**src/rtl/xbus_holdoff_pkg.sv**
```systemverilog
package xbus_holdoff_pkg;
  typedef enum logic [1:0] {
    ST_IDLE = 2'd0,
    ST_REQ  = 2'd1,
    ST_OWN  = 2'd2,
    ST_HOLD = 2'd3
  } busState_t;

  typedef struct packed {
    logic loadCnt;  // start the holdoff window
    logic decCnt;   // count one bus clock of holdoff
  } holdStrobe_t;
endpackage

```
**src/rtl/xbus_holdoff_ctrl.sv**
```systemverilog
module xbus_holdoff_ctrl
  import xbus_holdoff_pkg::*;
(
  input  logic        clk,
  input  logic        rstN,
  input  logic        wantBus,
  input  logic        doneBus,
  input  logic        busGrant,
  input  logic        cntLast,
  output holdStrobe_t strobe,
  output logic        busReq
);
  busState_t state, stateNxt;

  always_comb begin
    stateNxt = state;
    unique case (state)
      ST_IDLE: if (wantBus) stateNxt = ST_REQ;
      ST_REQ:  if (busGrant) stateNxt = ST_OWN;
      ST_OWN:  if (doneBus) stateNxt = ST_HOLD;
      ST_HOLD: if (cntLast) stateNxt = wantBus ? ST_REQ : ST_IDLE;
      default: stateNxt = ST_IDLE;
    endcase
  end

  always_ff @(posedge clk or negedge rstN) begin
    if (!rstN) state <= ST_IDLE;
    else       state <= stateNxt;
  end

  always_comb begin
    strobe.loadCnt = (state == ST_OWN) && doneBus;
    strobe.decCnt  = (state == ST_HOLD);
  end

  assign busReq = (state == ST_REQ) || (state == ST_OWN);
endmodule

```
**src/rtl/xbus_holdoff_dp.sv**
```systemverilog
module xbus_holdoff_dp
  import xbus_holdoff_pkg::*;
#(
  parameter int CFG_W     = 32,
  parameter int FIELD_LSB = 12,
  parameter int FIELD_W   = 3,
  parameter int CLKEN_BIT = 11,
  parameter int HOLD_BASE = 4,
  localparam int HOLD_MAX = (1 << FIELD_W) - 1 + HOLD_BASE,
  localparam int CNT_W    = $clog2(HOLD_MAX + 1)
) (
  input  logic             clk,
  input  logic             rstN,
  input  logic [CFG_W-1:0] cfgWord,
  input  holdStrobe_t      strobe,
  output logic             cntLast,
  output logic             busClkOut,
  output logic             busClkOe
);
  logic [CNT_W-1:0]   holdCnt;
  logic [FIELD_W-1:0] holdField;
  logic               clkEnQ;

  assign holdField = cfgWord[FIELD_LSB +: FIELD_W];

  always_ff @(posedge clk or negedge rstN) begin
    if (!rstN) begin
      holdCnt <= '0;
    end else if (strobe.loadCnt) begin
      holdCnt <= CNT_W'(holdField) + CNT_W'(HOLD_BASE);
    end else if (strobe.decCnt && holdCnt != '0) begin
      holdCnt <= holdCnt - 1'b1;
    end
  end

  assign cntLast = (holdCnt == CNT_W'(1));

  always_ff @(posedge clk or negedge rstN) begin
    if (!rstN) clkEnQ <= 1'b0;
    else       clkEnQ <= cfgWord[CLKEN_BIT];
  end

  assign busClkOe  = clkEnQ;
  assign busClkOut = clkEnQ & ~clk;
endmodule

```
**src/rtl/xbus_holdoff.sv**
```systemverilog
module xbus_holdoff
  import xbus_holdoff_pkg::*;
#(
  parameter int CFG_W     = 32,
  parameter int FIELD_LSB = 12,
  parameter int FIELD_W   = 3,
  parameter int CLKEN_BIT = 11,
  parameter int HOLD_BASE = 4
) (
  input  logic             clk,
  input  logic             rstN,
  input  logic [CFG_W-1:0] cfgWord,
  input  logic             wantBus,
  input  logic             doneBus,
  input  logic             busGrant,
  output logic             busReq,
  output logic             busClkOut,
  output logic             busClkOe
);
  holdStrobe_t strobe;
  logic        cntLast;

  xbus_holdoff_ctrl u_ctrl (
    .clk(clk), .rstN(rstN), .wantBus(wantBus), .doneBus(doneBus),
    .busGrant(busGrant), .cntLast(cntLast), .strobe(strobe), .busReq(busReq)
  );

  xbus_holdoff_dp #(
    .CFG_W(CFG_W), .FIELD_LSB(FIELD_LSB), .FIELD_W(FIELD_W),
    .CLKEN_BIT(CLKEN_BIT), .HOLD_BASE(HOLD_BASE)
  ) u_dp (
    .clk(clk), .rstN(rstN), .cfgWord(cfgWord), .strobe(strobe),
    .cntLast(cntLast), .busClkOut(busClkOut), .busClkOe(busClkOe)
  );
endmodule

```
**config.mk**
```make
export PLATFORM = sky130hd
export DESIGN_NAME = xbus_holdoff
export DESIGN_NICKNAME = d
export VERILOG_FILES = /design/src/rtl/xbus_holdoff_pkg.sv /design/src/rtl/xbus_holdoff_ctrl.sv /design/src/rtl/xbus_holdoff_dp.sv /design/src/rtl/xbus_holdoff.sv
export SDC_FILE = /design/constraint.sdc
export NUM_CORES = 1
export LEC_CHECK = 0
export ABC_AREA = 1
export BUFFER_PORTS_ARGS = -buffer_cell sky130_fd_sc_hd__buf_2
export CAP_MARGIN = 30
export CORE_MARGIN = 1.5
export CORE_UTILIZATION = 37
export CTS_CLUSTER_SIZE = 24
export DETAILED_ROUTE_END_ITERATION = 6
export MAX_ROUTING_LAYER = met4
export PLACE_DENSITY_LB_ADDON = 0.12
export SETUP_SLACK_MARGIN = 0.3
export SLEW_MARGIN = 20
export SYNTH_ARGS = -nofsm -noshare
export SYNTH_HDL_FRONTEND = slang
export SYNTH_SLANG_ARGS = --single-unit
```
**constraint.sdc**
```tcl
create_clock -name clk -period 1.5 [get_ports clk]
set_clock_uncertainty 0.1 [all_clocks]
set_input_delay 0.075 -clock clk [delete_from_list [all_inputs] [get_ports clk]]
set_output_delay 0.075 -clock clk [all_outputs]
set_load 0.005 [all_outputs]
```
; ---- After elaboration in Yosys (flattened, before gate mapping)
; Index checks and enable logic that the tools add are counted.
[word_totals]
regBits = 7
output_inout_bits = 3
word_cells = 30
[classes]
addsub = 2
eq_ne = 8
muxes = 8
bitwise = 2
n_reduce_logical = 7
[op_table]
columns = cell, count
row1 = $mux 2, 4
row2 = $mux 4, 2
row3 = $ne 2x2->1 const B, 4
row4 = $pmux 2 s4, 1
row5 = $add 3x3->4 const B, 1
row6 = $eq 2x2->1 const B, 2
row7 = $eq 4x1->1 const B, 1
row8 = $reduce_and 4->1, 1
row9 = $reduce_bool 4->1, 1
row10 = $sub 4x1->4 const B, 1
row11 = $eq 2x1->1 const B, 1
row12 = $logic_and 1x1->1, 2
row13 = $logic_not 2->1, 1
row14 = $reduce_bool 2->1, 1
row15 = $and 1x1->1, 1
row16 = $logic_or 1x1->1, 1
row17 = $mux 1, 1
row18 = $not 1->1, 1

; ---- Logic depth before layout (Yosys ltp)
; Gate-level depths: netlist of the first run.
[depth]
ltp_word = 4
mapped_depth = 8

; ---- Hierarchy
; Synthesis of the first run repeated with hierarchy kept, for this count alone.
[hier_totals]
hier_cells = 71
area_unflattened_um2 = 533.0
[by_module_without_submodules]
columns = module, instances, cells_each, area_per_inst_um2, seq_area_each_um2
row1 = xbus_holdoff_dp, 1, 41, 310.3, 125.1
row2 = xbus_holdoff_ctrl, 1, 30, 222.7, 50.0

==> impl_metrics.toml, run 1 <==
[synth]
netlist.area_leader.share = 0.347
synth_mux_area_frac = 0
synthCells = 67
synth.distinct_cells = 15
ys_ff_latch = 7
synth_common_cells = "nand2_1 (17), inv_1 (8), dfrtp_1 (7), nand3_1 (7), ha_1 (6)"
syn_nets = 110
synth_area_leaders = "dfrtp_1 (35%), ha_1 (15%), nand2_1 (13%)"
synth_edf_count = 0
synth_compound_area_frac = 0.0866
synthArstFlopShare = 1.00
yosys_warnings = 0
synth_flop_cell = "dfrtp_1"
synth_area_per_cell_um2 = 7.54
yosys.area_share.xor_xnor = 0
synth_top_area_cell = "dfrtp_1"
yosys.area_share.simple = 0.337
ys_seq_area_frac = 0.347
synth.most_common_cell = "nand2_1"
synthesis.area_um2 = 505
synth_fa_ha_area_frac = 0.149
synth_top_family_by_area = "simple AND/OR/NAND/NOR gates"

[cells_and_area]
final_area_um2 = 836
fin_nets = 140
diodes = 0
fill_cells = 113
syn_to_final_growth_pct = 65.3
drive_gt1_frac = 0.490
final_cells = 111

[critical_path]
cp-end-kind = "output port"
crit_path_start_kind = "flop"
cp.required_ps = 1320
worstPathMaxFanout = 4
cp.arrival_ps = 1200
crit_type = "flop to output port"

[sta]
final_hold_viol_count = 0
worst_slew_pin_slew_ps = 287
slew_headroom = 0.808
fmax_mhz = 728
drv_slew = 0
whs_ps = 40.1
fin_tns_setup_ps = 0
rsz0062_at_grt = "true"
period_needed_ps = 1370
min_period_over_period = 0.916
finalSetupViolCount = 0

[power_and_ir_drop]
power.leakage_nw = 0.419
ir_drop_mv = 1.40
powerDensity_nw_per_um2 = 2180

[detailed_routing]
first_pass_iters = 4
drc = 0
routedWlPerCell_um = 9.52
drt-initial-drc-count = 2
viasPerCell = 4.42
routed_wl_um = 1060
vias = 491
antenna_left = 0

[global_route]
track_usage = 0.173
grt_antenna_before_repair = 0
grt_start_max_net_pins = 8
grt_pass1_wl_um = 1620
first_global_vias = 434
grt-ovfl-total = 0

[floorplanning]
num_io_pins = 40
die_y_um = 40.0
die_w_um = 40.0
rows = 13
core_um2 = 1280
dieArea_um2 = 1600
start_util = 0.393

[worst_hold_path]
min_path_type = "primary input to flop"

[clocking]
clk_pin_slew_ps = 50
insertion_delay_ps = 350
cts_tree = "done"

[placement]
portBuffers = 11
dp_hpwl_um = 703
detailed_place.area_um2 = 621
routabilityCongestion = 0.751
place_inst = 93

[job]
cap_violations = 0

[run_status]
status = "finished clean"
sequential cells by signal, summed over array words and instances (netlist names):
| signal | flops |
|---|---|
| u_ctrl.state | 2 |
| u_dp.busClkOe | 1 |
| u_dp.holdCnt | 4 |
kinds of logic after synthesis:
kind of cell	after synthesis
buffers and inverters	11
AND/OR/NAND/NOR	35
adder cells (fa/ha/maj)	6
flip-flops	7
AO/OA/AOI/OAI	8
what timing repair did:
action                     4_1_cts  5_1_grt
hold endpoints to repair        12        0
gates resized for setup          9        8
pin swaps                        8        3
setup endpoints to repair        8        8
setup buffers                    5        0
hold buffers                     6        0
worst max-delay path: stages (launching register included):
cell and delay (ps):
dfrtp_1 400, inv_2 80, ha_4 280, buf_6 90
final timing paths:
kind                            cells past startpoint                           to  slack (ps)                   startpoint
worst max-delay path                                3                       busReq         130  u_ctrl.state[0]$_DFFE_PN0P_
worst max register to register                      8  u_ctrl.state[0]$_DFFE_PN0P_         130  u_ctrl.state[1]$_DFFE_PN0P_
worst min-delay path                                4  u_dp.holdCnt[3]$_DFFE_PN0P_          40                      doneBus
min in group asynchronous                           3      u_dp.busClkOe$_DFF_PN0_         550                         rstN
max in group asynchronous                           3  u_dp.holdCnt[1]$_DFFE_PN0P_         520                         rstN
worst min register to register                      2  u_ctrl.state[1]$_DFFE_PN0P_         450  u_ctrl.state[1]$_DFFE_PN0P_
metal layers:
metal,track usage,share of wire,routed length (um),vias to the layer above
li1,-,-,-,272
met1,0.176,0.46,487,208
met2,0.250,0.51,536,11
met3,0.0722,0.031,33,0
met4,0.155,0,0,0
met5,-,0,0,-
stage by stage:
| stage | util | worst slack, ps | power, W |
|---|---|---|---|
| floorplan | - | 254 | 0.00100 |
| global placement | 0.483 | 166 | 0.00117 |
| detailed placement | 0.483 | 147 | 0.00117 |
| CTS | 0.622 | 130 | 0.00171 |
| global route | 0.650 | 71.3 | 0.00200 |
| finish | 0.650 | 126 | 0.00183 |
where the power goes:
| group | leakage, nW | internal (W) | switching, W | total [W] |
|---|---|---|---|---|
| clock | 0.0417 | 0.000276 | 0.000120 | 0.000395 |
| combinational | 0.292 | 0.000516 | 0.000566 | 0.00108 |
| sequential | 0.0854 | 0.000277 | 0.0000720 | 0.000349 |
placed cells by master, fill, tap and decap left out:
cell type,netlist,layout
nand2_1,17,14
buf_2,0,10
inv_2,3,7
dfrtp_1,7,7
nand3_1,7,6
dlygate4sd3_1,0,6
o21ai_1,4,5
ha_4,0,4
clkbuf_4,0,4
buf_4,0,4
inv_1,8,3
nor2_1,4,3
nand2_2,2,3
nand3_2,2,3
nand2_4,1,3
o21ai_2,1,2
ha_1,6,2
buf_6,0,2
nor2_4,0,1
nor2_2,1,1
inv_4,0,1
o21ai_0,3,1
or2_0,1,1
clkbuf_8,0,1
buf_8,0,1
clkbuf_1,0,1
cell type report:
class,instances,area [um^2],share of cell area
Multi-Input combinational cell,49,373,0.446
Sequential cell,7,175,0.210
Timing Repair Buffer,21,158,0.189
Clock buffer,8,67.6,0.0808
Inverter,11,43.8,0.0524
Tap cell,15,18.8,0.0225
Power figures use the tool's default switching activity.
==> run 2: changes to the inputs <==
BUFFER_PORTS_ARGS = -buffer_cell sky130_fd_sc_hd__buf_4   (was -buffer_cell sky130_fd_sc_hd__buf_2)
==> impl_metrics.toml, run 2 (synthesis results as in run 1) <==
[floorplanning]
num_io_pins = 40
die_y_um = 40.0
die_w_um = 40.0
dieArea_um2 = 1600
start_util = 0.393
rows = 13
core_um2 = 1280

[cells_and_area]
drive_gt1_frac = 0.474
fill_cells = 121
syn_to_final_growth_pct = 69.6
multi_input_area_um2 = 358
diodes = 0
top_register = "u_dp.holdCnt"
seq_area_um2 = 175
largest_reg_flops = 4
final_common_cell = "nand2_1"
final_cell_mix = "nand2_1 (14), buf_4 (13)"
fin_nets = 141

[job]
cap_violations = 0

[sta]
fin_ws_ps = 149
final_hold_viol_count = 0
slew_headroom = 0.802
worst_slew_pin_slew_ps = 296
fin_tns_setup_ps = 0
drv_slew = 0
period_needed_ps = 1350
finalSetupViolCount = 0
min_period_over_period = 0.901
rsz0062_at_grt = "true"
fmax_mhz = 740

[power_and_ir_drop]
powerDensity_nw_per_um2 = 2120
netSwitchingPower_w = 0.000748
power.leakage_nw = 0.429
p_comb_frac = 0.582
p_int_w = 0.00107
power_frac_clock = 0.230
p_seq_frac = 0.188
switching_share = 0.412
ir_drop_mv = 1.48

[detailed_routing]
vias = 515
antenna_left = 0
first_pass_iters = 4
drc = 0
viasPerCell = 4.60
drt-initial-drc-count = 5
routed_wl_um = 1190
routedWlPerCell_um = 10.6

[critical_path]
crit_slowest_cell = "dfrtp_1"
rr_startpoint = "u_ctrl.state[0]$_DFFE_PN0P_"
cp.required_ps = 1320
slowest_delay_ps = 400
worstPathMaxFanout = 3
crit_path_start_kind = "flop"
cp-end-kind = "output port"
crit_type = "flop to output port"
critPathBufInv = 2
critPathTopFamily = "flip-flops"
cp.arrival_ps = 1180
crit_start = "u_ctrl.state[0]$_DFFE_PN0P_"
path_cells = "inv_2, ha_4, buf_6"

[global_route]
grt_use_met2 = 0.306
track_usage = 0.204
grt-ovfl-total = 0
first_global_vias = 491
grtUsageMet1 = 0.192
top_usage_layer = "met2"
met3_usage = 0.0611
grt_start_max_net_pins = 8
grt_pass1_wl_um = 1880
grt_antenna_before_repair = 0

[placement]
place_ws_ps = 145
routabilityCongestion = 0.746
portBuffers = 11
dp_hpwl_um = 754

[worst_hold_path]
hp-start = "busGrant"
min_path_type = "primary input to flop"

[clocking]
cts_tree = "done"
insertion_delay_ps = 350
clk_pin_slew_ps = 50

[run_status]
status = "finished clean"
==> run 2: cell types whose count changed in the layout (fill, tap and decap cells not counted), sizes merged <==
cell         change
clkbuf           -1
buf              +1
dlygate4sd3      +1
==> run 2: what timing repair did <==
action                                  in CTS  in global routing
hold buffers                                 7                  0
resized for setup                           12                  5
endpoints found under the hold margin       12                  0
endpoints found under the setup margin       8                  9
buffers inserted                             5                  0
pin swaps                                    7                  1
==> run 2: layer usage <==
| layer | vias up | wire length, um |
|---|---|---|
| li1 | 271 | - |
| met1 | 237 | 516 |
| met2 | 7 | 645 |
| met3 | 0 | 23 |
| met4 | 0 | 0 |
| met5 | - | 0 |
==> run 2: stage by stage <==
| step | hold WS, ps | std cells | power [W] | utilization | cell area [um^2] |
|---|---|---|---|---|---|
| after global routing | 43.0 | 112 | 0.00199 | 0.667 | 857 |
| after global placement | -210 | 93 | 0.00120 | 0.504 | 648 |
| final | 29.9 | 112 | 0.00182 | 0.667 | 857 |
| after detailed placement | -212 | 93 | 0.00121 | 0.504 | 648 |
| after floorplan | -321 | 67 | 0.00100 | - | 547 |
| after CTS | 12.2 | 112 | 0.00174 | 0.653 | 840 |
==> run 2: worst min-delay path, stage by stage <==
cell     delay, ps
buf_4           70
nor2_1          40
nor2_2         110
nand3_1         80
nand2_1         60
==> run 2: power by group through the flow <==
stage | Sequential, W | Combinational, W | Clock [W]
global route | 0.000347 | 0.00118 | 0.000461
detailed placement | 0.000362 | 0.000819 | 0.0000296
finish | 0.000341 | 0.00106 | 0.000418
global placement | 0.000362 | 0.000810 | 0.0000296
floorplan | 0.000349 | 0.000646 | 0.00000977
CTS | 0.000337 | 0.00102 | 0.000383
==> run 2: path summary, 6_finish.rpt <==
path | to | slack, ps | cells past startpoint
worst max-delay path | busReq | 150 | 3
worst min-delay path | u_ctrl.state[1]$_DFFE_PN0P_ | 30 | 5
worst max register to register | u_ctrl.state[0]$_DFFE_PN0P_ | 150 | 8
worst min register to register | u_dp.holdCnt[2]$_DFFE_PN0P_ | 480 | 2
max in group asynchronous | u_ctrl.state[0]$_DFFE_PN0P_ | 510 | 3
min in group asynchronous | u_dp.holdCnt[0]$_DFFE_PN0P_ | 570 | 3
==> run 2: cell type report <==
cell class | instances | area share
Tap cell | 15 | 0.0219
Clock buffer | 8 | 0.0832
Sequential cell | 7 | 0.204
Inverter | 11 | 0.0511
Timing Repair Buffer | 22 | 0.222
Multi-Input combinational cell | 49 | 0.418
